<file path="config.mk">
export PLATFORM = sky130hd
export DESIGN_NAME = fp_round_unit
export DESIGN_NICKNAME = d
export VERILOG_FILES = /design/src/rtl/fp_round_pkg.sv /design/src/rtl/fp_round_ctrl.sv /design/src/rtl/fp_round_datapath.sv /design/src/rtl/fp_round_unit.sv
export SDC_FILE = /design/constraint.sdc
export NUM_CORES = 1
export LEC_CHECK = 0
export ABC_AREA = 1
export CAP_MARGIN = 20
export CELL_PAD_IN_SITES_DETAIL_PLACEMENT = 1
export CELL_PAD_IN_SITES_GLOBAL_PLACEMENT = 2
export CORE_MARGIN = 2
export CORE_UTILIZATION = 28
export CTS_CLUSTER_DIAMETER = 50
export DETAILED_ROUTE_END_ITERATION = 10
export GPL_TIMING_DRIVEN = 0
export PLACE_DENSITY = 0.82
export SLEW_MARGIN = 25
export SYNTH_ARGS = -nofsm -noshare
export SYNTH_HDL_FRONTEND = slang
export SYNTH_SLANG_ARGS = --single-unit
</file>
<file path="constraint.sdc">
create_clock -name clk -period 0.8 [get_ports clk]
set_input_delay 0.16 -clock clk [delete_from_list [all_inputs] [get_ports clk]]
set_output_delay 0.16 -clock clk [all_outputs]
set_load 0.01 [all_outputs]
</file>
<file path="src/rtl/fp_round_pkg.sv">
package fp_round_pkg;

  typedef enum logic [2:0] {
    RM_NEAR_EVEN = 3'd0,
    RM_NEAR_AWAY = 3'd1,
    RM_UP        = 3'd2,
    RM_DOWN      = 3'd3,
    RM_ZERO      = 3'd4
  } rndMode_e;

  // Facts the datapath exposes to the decision logic
  typedef struct packed {
    logic sign;
    logic guardBit;
    logic stickyBit;
    logic lsbBit;
  } rndTap_t;

  // Strobes from the decision logic back to the datapath
  typedef struct packed {
    logic roundUp;
    logic ovfToInf;
  } rndCtl_t;

endpackage

</file>
<file path="src/rtl/fp_round_ctrl.sv">
module fp_round_ctrl
  import fp_round_pkg::*;
(
  input  logic [2:0] rndMode,
  input  rndTap_t    tap,
  output rndCtl_t    ctl
);

  logic anyLost;

  always_comb begin
    anyLost = tap.guardBit | tap.stickyBit;
    ctl     = '0;
    case (rndMode)
      RM_NEAR_AWAY: begin
        ctl.roundUp  = tap.guardBit;
        ctl.ovfToInf = 1'b1;
      end
      RM_UP: begin
        ctl.roundUp  = ~tap.sign & anyLost;
        ctl.ovfToInf = ~tap.sign;
      end
      RM_DOWN: begin
        ctl.roundUp  = tap.sign & anyLost;
        ctl.ovfToInf = tap.sign;
      end
      RM_ZERO: begin
        ctl.roundUp  = 1'b0;
        ctl.ovfToInf = 1'b0;
      end
      default: begin // nearest-even, also codes 5..7
        ctl.roundUp  = tap.guardBit & (tap.stickyBit | tap.lsbBit);
        ctl.ovfToInf = 1'b1;
      end
    endcase
  end

endmodule

</file>
<file path="src/rtl/fp_round_datapath.sv">
module fp_round_datapath
  import fp_round_pkg::*;
#(
  parameter int EXP_W  = 5,
  parameter int FRAC_W = 10,
  parameter int IN_W   = 24,
  parameter int EXT_W  = EXP_W + 2
) (
  input  logic                    clk,
  input  logic                    rstN,
  input  logic                    inValid,
  input  logic [2:0]              rndMode,
  input  logic                    inSign,
  input  logic signed [EXT_W-1:0] inExp,
  input  logic [IN_W-1:0]         inSig,
  input  logic                    inNan,
  input  logic                    inInf,
  input  logic                    inZero,
  input  rndCtl_t                 ctl,
  output rndTap_t                 tap,
  output logic                    outValid,
  output logic                    outSign,
  output logic signed [EXT_W-1:0] outExp,
  output logic [FRAC_W:0]         outSig,
  output logic                    outNan,
  output logic                    outInf,
  output logic                    outZero
);

  localparam int P    = FRAC_W + 1;
  localparam int EMIN = 2 - (1 << (EXP_W - 1));
  localparam int EMAX = (1 << (EXP_W - 1)) - 1;
  localparam logic signed [EXT_W:0] EMIN_X = (EXT_W + 1)'(EMIN);
  localparam logic signed [EXT_W:0] EMAX_X = (EXT_W + 1)'(EMAX);

  // Split stage
  logic signed [EXT_W:0] expIn;
  logic signed [EXT_W:0] expBase;
  logic                  belowMin;
  logic [EXT_W:0]        shAmt;
  logic [IN_W-1:0]       shifted;
  logic [IN_W-1:0]       lostMask;
  logic                  shiftSticky;
  logic [P-1:0]          kept;

  always_comb begin
    expIn       = {inExp[EXT_W-1], inExp};
    belowMin    = expIn < EMIN_X;
    shAmt       = belowMin ? (EMIN_X - expIn) : '0;
    expBase     = belowMin ? EMIN_X : expIn;
    shifted     = inSig >> shAmt;
    lostMask    = ~({IN_W{1'b1}} << shAmt);
    shiftSticky = |(inSig & lostMask);
    kept        = shifted[IN_W-1 -: P];
    tap.sign      = inSign;
    tap.guardBit  = shifted[IN_W-1-P];
    tap.stickyBit = (|shifted[IN_W-2-P:0]) | shiftSticky;
    tap.lsbBit    = kept[0];
  end

  // Increment, late carry, overflow and underflow stage
  logic [P:0]            sum;
  logic                  carryOut;
  logic [P-1:0]          sigR;
  logic signed [EXT_W:0] expR;
  logic                  ovf;
  logic                  allLost;
  logic                  nSign, nNan, nInf, nZero;
  logic signed [EXT_W-1:0] nExp;
  logic [P-1:0]          nSig;

  always_comb begin
    sum      = {1'b0, kept} + (P + 1)'(ctl.roundUp);
    carryOut = sum[P];
    sigR     = carryOut ? {1'b1, {(P-1){1'b0}}} : sum[P-1:0];
    expR     = expBase + (EXT_W + 1)'(carryOut);
    ovf      = expR > EMAX_X;
    allLost  = (sigR == '0);

    nSign = inSign;
    nNan  = 1'b0;
    nInf  = 1'b0;
    nZero = 1'b0;
    nExp  = '0;
    nSig  = '0;
    if (inNan) begin
      nNan = 1'b1;
    end else if (inInf) begin
      nInf = 1'b1;
    end else if (inZero) begin
      nZero = 1'b1;
    end else if (ovf) begin
      if (ctl.ovfToInf) begin
        nInf = 1'b1;
      end else begin
        nExp = EMAX_X[EXT_W-1:0];
        nSig = '1;
      end
    end else if (allLost) begin
      nZero = 1'b1;
    end else begin
      nExp = expR[EXT_W-1:0];
      nSig = sigR;
    end
  end

  always_ff @(posedge clk or negedge rstN) begin
    if (!rstN) begin
      outValid <= 1'b0;
      outSign  <= 1'b0;
      outExp   <= '0;
      outSig   <= '0;
      outNan   <= 1'b0;
      outInf   <= 1'b0;
      outZero  <= 1'b0;
    end else begin
      outValid <= inValid;
      if (inValid) begin
        outSign <= nSign;
        outExp  <= nExp;
        outSig  <= nSig;
        outNan  <= nNan;
        outInf  <= nInf;
        outZero <= nZero;
      end
    end
  end

  AST_VALID_PIPE: assert property (@(posedge clk) disable iff (!rstN) inValid |=> outValid);
  AST_IDLE_QUIET: assert property (@(posedge clk) disable iff (!rstN) !inValid |=> !outValid);
  AST_LEAD_ONE: assert property (@(posedge clk) disable iff (!rstN) (inValid && !inNan && !inInf && !inZero) |-> inSig[IN_W-1]);
  AST_ZERO_NO_INF: assert property (@(posedge clk) disable iff (!rstN) (inValid && rndMode == RM_ZERO && !inNan && !inInf) |=> !outInf);
  AST_EXP_RANGE: assert property (@(posedge clk) disable iff (!rstN) (outValid && !outNan && !outInf && !outZero) |-> ($signed(outExp) >= EMIN && $signed(outExp) <= EMAX));
  AST_SUBNORM_EXP: assert property (@(posedge clk) disable iff (!rstN) (outValid && !outNan && !outInf && !outZero && !outSig[P-1]) |-> ($signed(outExp) == EMIN));
  AST_FLAGS_ONEHOT: assert property (@(posedge clk) disable iff (!rstN) outValid |-> $onehot0({outNan, outInf, outZero}));
  AST_NAN_PASS: assert property (@(posedge clk) disable iff (!rstN) (inValid && inNan) |=> (outNan && outSig == '0));

endmodule

</file>
<file path="src/rtl/fp_round_unit.sv">
module fp_round_unit
  import fp_round_pkg::*;
#(
  parameter int EXP_W  = 5,
  parameter int FRAC_W = 10,
  parameter int IN_W   = 24,
  parameter int EXT_W  = EXP_W + 2
) (
  input  logic                    clk,
  input  logic                    rstN,
  input  logic                    inValid,
  input  logic [2:0]              rndMode,
  input  logic                    inSign,
  input  logic signed [EXT_W-1:0] inExp,
  input  logic [IN_W-1:0]         inSig,
  input  logic                    inNan,
  input  logic                    inInf,
  input  logic                    inZero,
  output logic                    outValid,
  output logic                    outSign,
  output logic signed [EXT_W-1:0] outExp,
  output logic [FRAC_W:0]         outSig,
  output logic                    outNan,
  output logic                    outInf,
  output logic                    outZero
);

  rndTap_t tap;
  rndCtl_t ctl;

  fp_round_ctrl u_ctrl (
    .rndMode (rndMode),
    .tap     (tap),
    .ctl     (ctl)
  );

  fp_round_datapath #(
    .EXP_W  (EXP_W),
    .FRAC_W (FRAC_W),
    .IN_W   (IN_W),
    .EXT_W  (EXT_W)
  ) u_dp (
    .clk      (clk),
    .rstN     (rstN),
    .inValid  (inValid),
    .rndMode  (rndMode),
    .inSign   (inSign),
    .inExp    (inExp),
    .inSig    (inSig),
    .inNan    (inNan),
    .inInf    (inInf),
    .inZero   (inZero),
    .ctl      (ctl),
    .tap      (tap),
    .outValid (outValid),
    .outSign  (outSign),
    .outExp   (outExp),
    .outSig   (outSig),
    .outNan   (outNan),
    .outInf   (outInf),
    .outZero  (outZero)
  );

endmodule

</file>
==> impl_metrics.toml, run 1 <==
[place]
pre_cts_ws_ns = -5.23
hpwlAfterDp_mm = 9.64
place_area_sq_um = 4040
io_buffer_count = 63
gp_congestion = 0.877

[die]
die_x_microns = 109
rows = 38
dieArea_sq_um = 11900
ios = 64
start_util = 0.286
die_y_microns = 109
core_area_sq_um = 10800

[timing]
min_period_ns = 4.39
relSlewSlack = 0.531
finalCritPeriodShare = 5.49
worst_pin_slew_ns = 0.698
fmax_mhz = 228
hold_ws_ns = -0.0185
drv_slew = 0
rsz0062_at_grt = "yes"
worst_slack_ns = -3.59
hold_viol_final = 23
clock_skew_ns = 0
setup_violations = 45

[finish]
nNetsFinal = 664
n_antenna_cell = 0
final_area_sq_um = 4850
register_area_sq_um = 576
fillerInstances = 1397
area_growth_pct = 57.4
multi_input_area_sq_um = 2640
drive_gt1_frac = 0.394

[setup_path]
slowest_delay_ns = 0.32
cp.arrival_ns = 4.55
cp-end-kind = "register"
setup.worst_path.start_class = "input port"
crit_fanout = 6
crit_required_ns = 0.97
critPathKind = "in -> reg"
crit_slowest_cell = "o31ai_4"

[clock_network]
clockBufferDepth = 2
cts_tree = "done"
clk_latency_ns = 0.27
cts.sinks = 23
clk_pin_slew_worst_paths_ns = 0.09
root_buffer = "clkbuf_8"
cts_buffers = 3
htree_levels = 1

[hold_path]
min_path_type = "in -> async"

[power]
power_frac_seq = 0.246
intPower_uw = 2810
leakagePower_uw = 0.00238
irDropWorstVdd_mv = 0.534
power_switching_uw = 2270
share_comb_of_total_power = 0.608
switching_share = 0.447
clockPowerShare = 0.146
power_density_nw_per_um2 = 1050

[global_routing]
grt_pass1_vias = 4012
grt_pass1_wl_mm = 20.4
antenna_found_initial = 0
grtUsageTotal = 0.219
grt_max_degree = 24
grt_overflow = 0

[synthesis]
syn_inst = 487
syn_nets = 536
ys_seq_elements = 23
synth_warnings = 0
synth.yosys.seq_area_share = 0.187
synth.distinct_cells = 45
synth_area_sq_um = 3080
synth_edf_count = 0
syn_avg_cell_area_sq_um = 6.33
async_flop_share = 1.00
synth_ff_type = "dfrtp_1"

[routing]
wl_mm = 13.0
vias = 3877
drc = 0
drtIter0Drc = 208
postRouteAntennaNets = 0
avgViaCountPerCell = 5.14
drt_pre_antenna_iters = 4
avgRoutedWirePerCell_microns = 17.2

[run_status]
outcome = "finished, violations left"
violations = "negative hold slack, negative setup slack"

[flow_run]
max_cap_viol_count = 0
-- sequential cells by signal, indices dropped and copies added (netlist names) --
register and cells:
u_dp.outInf 1, u_dp.outSig 11, u_dp.outZero 1, u_dp.outSign 1, u_dp.outExp 7, u_dp.outNan 1
u_dp.outValid 1
-- cell type report --
class	count	area share
inverters	57	0.0503
repair buffers	124	0.212
clock inverters	1	0.00103
plain buffers	12	0.0278
repair inverters	1	0.00155
multi-input cells	393	0.544
clock buffers	3	0.00851
well taps	140	0.0361
flip-flops and latches	23	0.119
-- final timing paths --
kind | slack, ns | to | cells past startpoint | start
setup reg to reg | -0.07 | u_dp.outSig[8] | 2 | u_dp.outSig[8]
hold / removal | -0.02 | u_dp.outExp[6] | 1 | rstN
hold reg to reg | 0.49 | u_dp.outSig[10] | 2 | u_dp.outSig[10]
max in group asynchronous | 0.41 | u_dp.outSig[7] | 1 | rstN
setup / recovery | -3.59 | u_dp.outExp[0] | 39 | inExp[0]
min in group clk | 0.22 | u_dp.outValid | 1 | inValid
-- worst max-delay path, delay by kind of cell --
kind | cells | cell delay [ns]
buffers and inverters | 10 | 1.02
and+or+nand+nor | 21 | 2.06
AOI/OAI and AO/OA | 5 | 0.87
adders and majority gates | 3 | 0.45
-- timing repair --
action | CTS | global route
cloned | 1 | 0
resized for setup | 202 | 38
endpoints found under the setup margin | 68 | 43
endpoints found under the hold margin | 10 | 0
buffers inserted | 49 | 13
pin swaps | 32 | 14
-- per-stage QoR --
stage | power (uW) | utilization | setup TNS [ns] | std cells | hold slack [ns]
final | 5080 | 0.450 | -73.53 | 754 | -0.0185
after global routing | 5420 | 0.450 | -79.58 | 754 | 0.0204
after CTS | 4890 | 0.429 | -72.11 | 742 | -0.00158
after detailed placement | 3760 | 0.374 | -123.07 | 690 | 0.466
after global placement | 3730 | 0.374 | -121.23 | 690 | 0.457
after floorplan | 2870 | - | -66.32 | 487 | -0.136
-- synthesized netlist by cell type (5+ instances only) --
| library cell | instances | area, sq um |
|---|---|---|
| a21oi_1 | 17 | 85.1 |
| buf_4 | 6 | 45.0 |
| dfrtp_1 | 23 | 576 |
| ha_1 | 8 | 100 |
| inv_1 | 47 | 176 |
| inv_2 | 9 | 33.8 |
| nand2_1 | 142 | 533 |
| nand2_2 | 11 | 68.8 |
| nand3_1 | 65 | 325 |
| nand3_2 | 9 | 90.1 |
| nand3_4 | 5 | 87.6 |
| nand4_1 | 14 | 87.6 |
| nor2_1 | 30 | 113 |
| nor2_2 | 6 | 37.5 |
| nor2_4 | 6 | 67.6 |
| nor3_1 | 8 | 40.0 |
| o21ai_0 | 21 | 105 |
| xor2_1 | 5 | 43.8 |
-- per-layer routing --
| layer | wire length (microns) | global-route usage | share of wire |
|---|---|---|---|
| met2 | 6410 | 0.377 | 0.49 |
| met4 | 162 | 0.0394 | 0.013 |
| met3 | 554 | 0.0209 | 0.043 |
| met1 | 5830 | 0.298 | 0.45 |
| met5 | 0 | 0 | 0 |
-- kinds of logic after synthesis --
group,after synthesis,synth area share
compound gates,67,0.136
flops,23,0.187
buf+inv,71,0.102
simple gates,310,0.517
fa+ha+maj,8,0.0325
xor+xnor,8,0.0252
-- power groups by stage --
stage               Clock, uW  Combinational [uW]  Sequential, uW
finish                    741                3090            1250
detailed placement          0                2490            1280
floorplan                   0                1570            1300
CTS                       751                2890            1250
global route              801                3360            1250
global placement            0                2460            1270
-- cells in the final DEF (no fill, tap or decap), types with 8 or more instances in the layout --
master,instances
a21oi_1,12
buf_2,24
buf_4,53
buf_6,13
clkdlybuf4s50_1,31
dfrtp_1,23
inv_1,39
inv_2,10
nand2_1,132
nand2_2,17
nand3_1,46
nand3_2,25
nand3_4,8
nand4_1,14
nor2_1,27
nor2_4,11
o21ai_0,8
o21ai_2,9
Note: power is estimated with default switching activity, not from simulation.
==> run 2, diff against run 1 <==
--- a/config.mk
+++ b/config.mk
@@ -14,7 +14,7 @@
 export CTS_CLUSTER_DIAMETER = 50
 export DETAILED_ROUTE_END_ITERATION = 10
 export GPL_TIMING_DRIVEN = 0
-export PLACE_DENSITY = 0.82
+export PLACE_DENSITY = 0.87
 export SLEW_MARGIN = 25
 export SYNTH_ARGS = -nofsm -noshare
 export SYNTH_HDL_FRONTEND = slang
==> run 2 against run 1 <==
Effect of this change: global-route usage down 0.55 points; clock power is 1% lower; critical endpoint is now u_dp.outSig[7]; critical path type unchanged; via count did not move; first-iteration DRC count shrank 1.9%; the flow still finishes with violations (negative hold slack, negative setup slack); hold slack got worse by 0.0041 ns; count of clock-buffer cells in the layout did not move; utilization down 0.51 points; power is 0.79% lower; largest power group unchanged; fmax decreased by 1.3%.
==> impl_metrics.toml, run 2 (synthesis results as in run 1) <==
[timing]
rsz0062_at_grt = "yes"
clock_skew_ns = 0
worst_pin_slew_ns = 0.708
setup_violations = 44
drv_slew = 0
finalCritPeriodShare = 5.56
hold_viol_final = 23
relSlewSlack = 0.525
worst_slack_ns = -3.65
hold_ws_ns = -0.0226
fmax_mhz = 225
min_period_ns = 4.45

[global_routing]
grt_max_degree = 24
grt_overflow = 0
grt_pass1_vias = 3987
grtUsageTotal = 0.213
grt_pass1_wl_mm = 20.1
antenna_found_initial = 0

[setup_path]
crit_fanout = 6
crit_top_cell = "nand3_2"
critical_path_depth = 40
reg2reg_to = "u_dp.outInf"
crit_required_ns = 0.96
crit_slowest_cell = "a21oi_4"
cpLargestDelayFamily = "simple AND/OR/NAND/NOR gates"
cp.arrival_ns = 4.61
setup.worst_path.start_class = "input port"
cp-end-kind = "register"
crit_path_start = "inExp[0]"
r2r_slack_ns = -0.07
critPathKind = "in -> reg"
cp.buffers_inverters = 8
endpoint = "u_dp.outSig[7]"
r2r_cells = 2
r2r-start = "u_dp.outInf"
slowest_delay_ns = 0.26

[routing]
avgViaCountPerCell = 5.14
drc = 0
wl_mm = 12.4
wl_met3_microns = 400
vias = 3877
drt_pre_antenna_iters = 4
wl_met2_mm = 6.14
avgRoutedWirePerCell_microns = 16.5
highest_layer = "met4"
drtIter0Drc = 204
wl_met1_mm = 5.80
postRouteAntennaNets = 0

[die]
die_y_microns = 109
dieArea_sq_um = 11900
ios = 64
core_area_sq_um = 10800
rows = 38
start_util = 0.286
die_x_microns = 109

[power]
switching_share = 0.443
clockPowerShare = 0.145
leakagePower_uw = 0.00236
power.total_uw = 5040
share_comb_of_total_power = 0.607
irDropWorstVdd_mv = 0.642
power_frac_seq = 0.248
intPower_uw = 2810
power_switching_uw = 2230
power_density_nw_per_um2 = 1050

[run_status]
violations = "negative hold slack, negative setup slack"
outcome = "finished, violations left"

[flow_run]
max_cap_viol_count = 0

[place]
pre_cts_ws_ns = -5.21
gp_congestion = 0.894
hpwlAfterDp_mm = 9.39
io_buffer_count = 63

[clock_network]
cts.sinks = 23
clk_latency_ns = 0.27
htree_levels = 1
clockBufferDepth = 2
root_buffer = "clkbuf_8"
cts_tree = "done"
clk_pin_slew_worst_paths_ns = 0.09
cts_buffers = 3

[finish]
nNetsFinal = 664
largest_register = "u_dp.outSig"
final_cell_mix = "nand2_1, buf_4, nand3_1"
n_antenna_cell = 0
largestRegisters = "u_dp.outSig x11, u_dp.outExp x7"
area_growth_pct = 55.6
fillerInstances = 1390
final_common_cell = "nand2_1"
drive_gt1_frac = 0.386
largest_reg_flops = 11

[hold_path]
min_path_type = "in -> async"
==> run 2: cell types whose count changed in the layout (fill, tap and decap cells not counted), sizes merged <==
cell | before | now
clkbuf | 7 | 6
clkinv | 2 | 3
clkinvlp | 2 | 1
dlygate4sd2 | 1 | 2
==> run 2: area by class of cell <==
cell class	count	area, sq um	area share
multi-input combinational	393	2600	0.543
timing repair buffer	123	1000	0.209
sequential	23	576	0.120
inverter	57	235	0.0490
tap	140	175	0.0365
buffer	13	150	0.0313
clock buffer	3	41.3	0.00860
timing repair inverter	1	7.51	0.00156
clock inverter	1	5.00	0.00104
==> run 2: how the worst min path moves through the flow <==
stage                             from             end  slack (ns)  cells after the start
after floorplan                   rstN  u_dp.outExp[0]       -0.14                      0
after global placement    u_dp.outSign    u_dp.outSign        0.46                      2
after detailed placement  u_dp.outSign    u_dp.outSign        0.47                      2
after CTS                         rstN  u_dp.outExp[6]      -0.004                      1
after global routing              rstN  u_dp.outExp[4]        0.02                      1
final                             rstN     u_dp.outInf       -0.02                      1
==> run 2: metrics by stage <==
stage | TNS, ns | area (sq um) | std cells | util
detailed placement | -121.43 | 4040 | 690 | 0.374
global route | -81.55 | 4800 | 754 | 0.445
CTS | -71.87 | 4580 | 741 | 0.424
floorplan | -66.32 | 3230 | 487 | -
global placement | -119.99 | 4040 | 690 | 0.374
finish | -74.40 | 4800 | 754 | 0.445
==> run 2: power groups by stage <==
stage	sequential, uW	clock (uW)	combinational, uW
floorplan	1300	0	1570
global placement	1270	0	2440
detailed placement	1270	0	2460
CTS	1250	735	2830
global route	1250	788	3340
finish	1250	731	3060
==> run 2: what timing repair did <==
| item | 4_1_cts | 5_1_grt |
|---|---|---|
| gates resized for setup | 199 | 31 |
| setup endpoints to repair | 68 | 44 |
| cloned | 1 | 0 |
| buffers inserted | 47 | 14 |
| hold endpoints to repair | 13 | 0 |
| pin swaps | 33 | 31 |
==> run 2: metal layers <==
metal,track usage,vias to the layer above
li1,-,1887
met1,0.287,1894
met2,0.379,86
met3,0.0227,10
met4,0.0211,0
met5,0,-
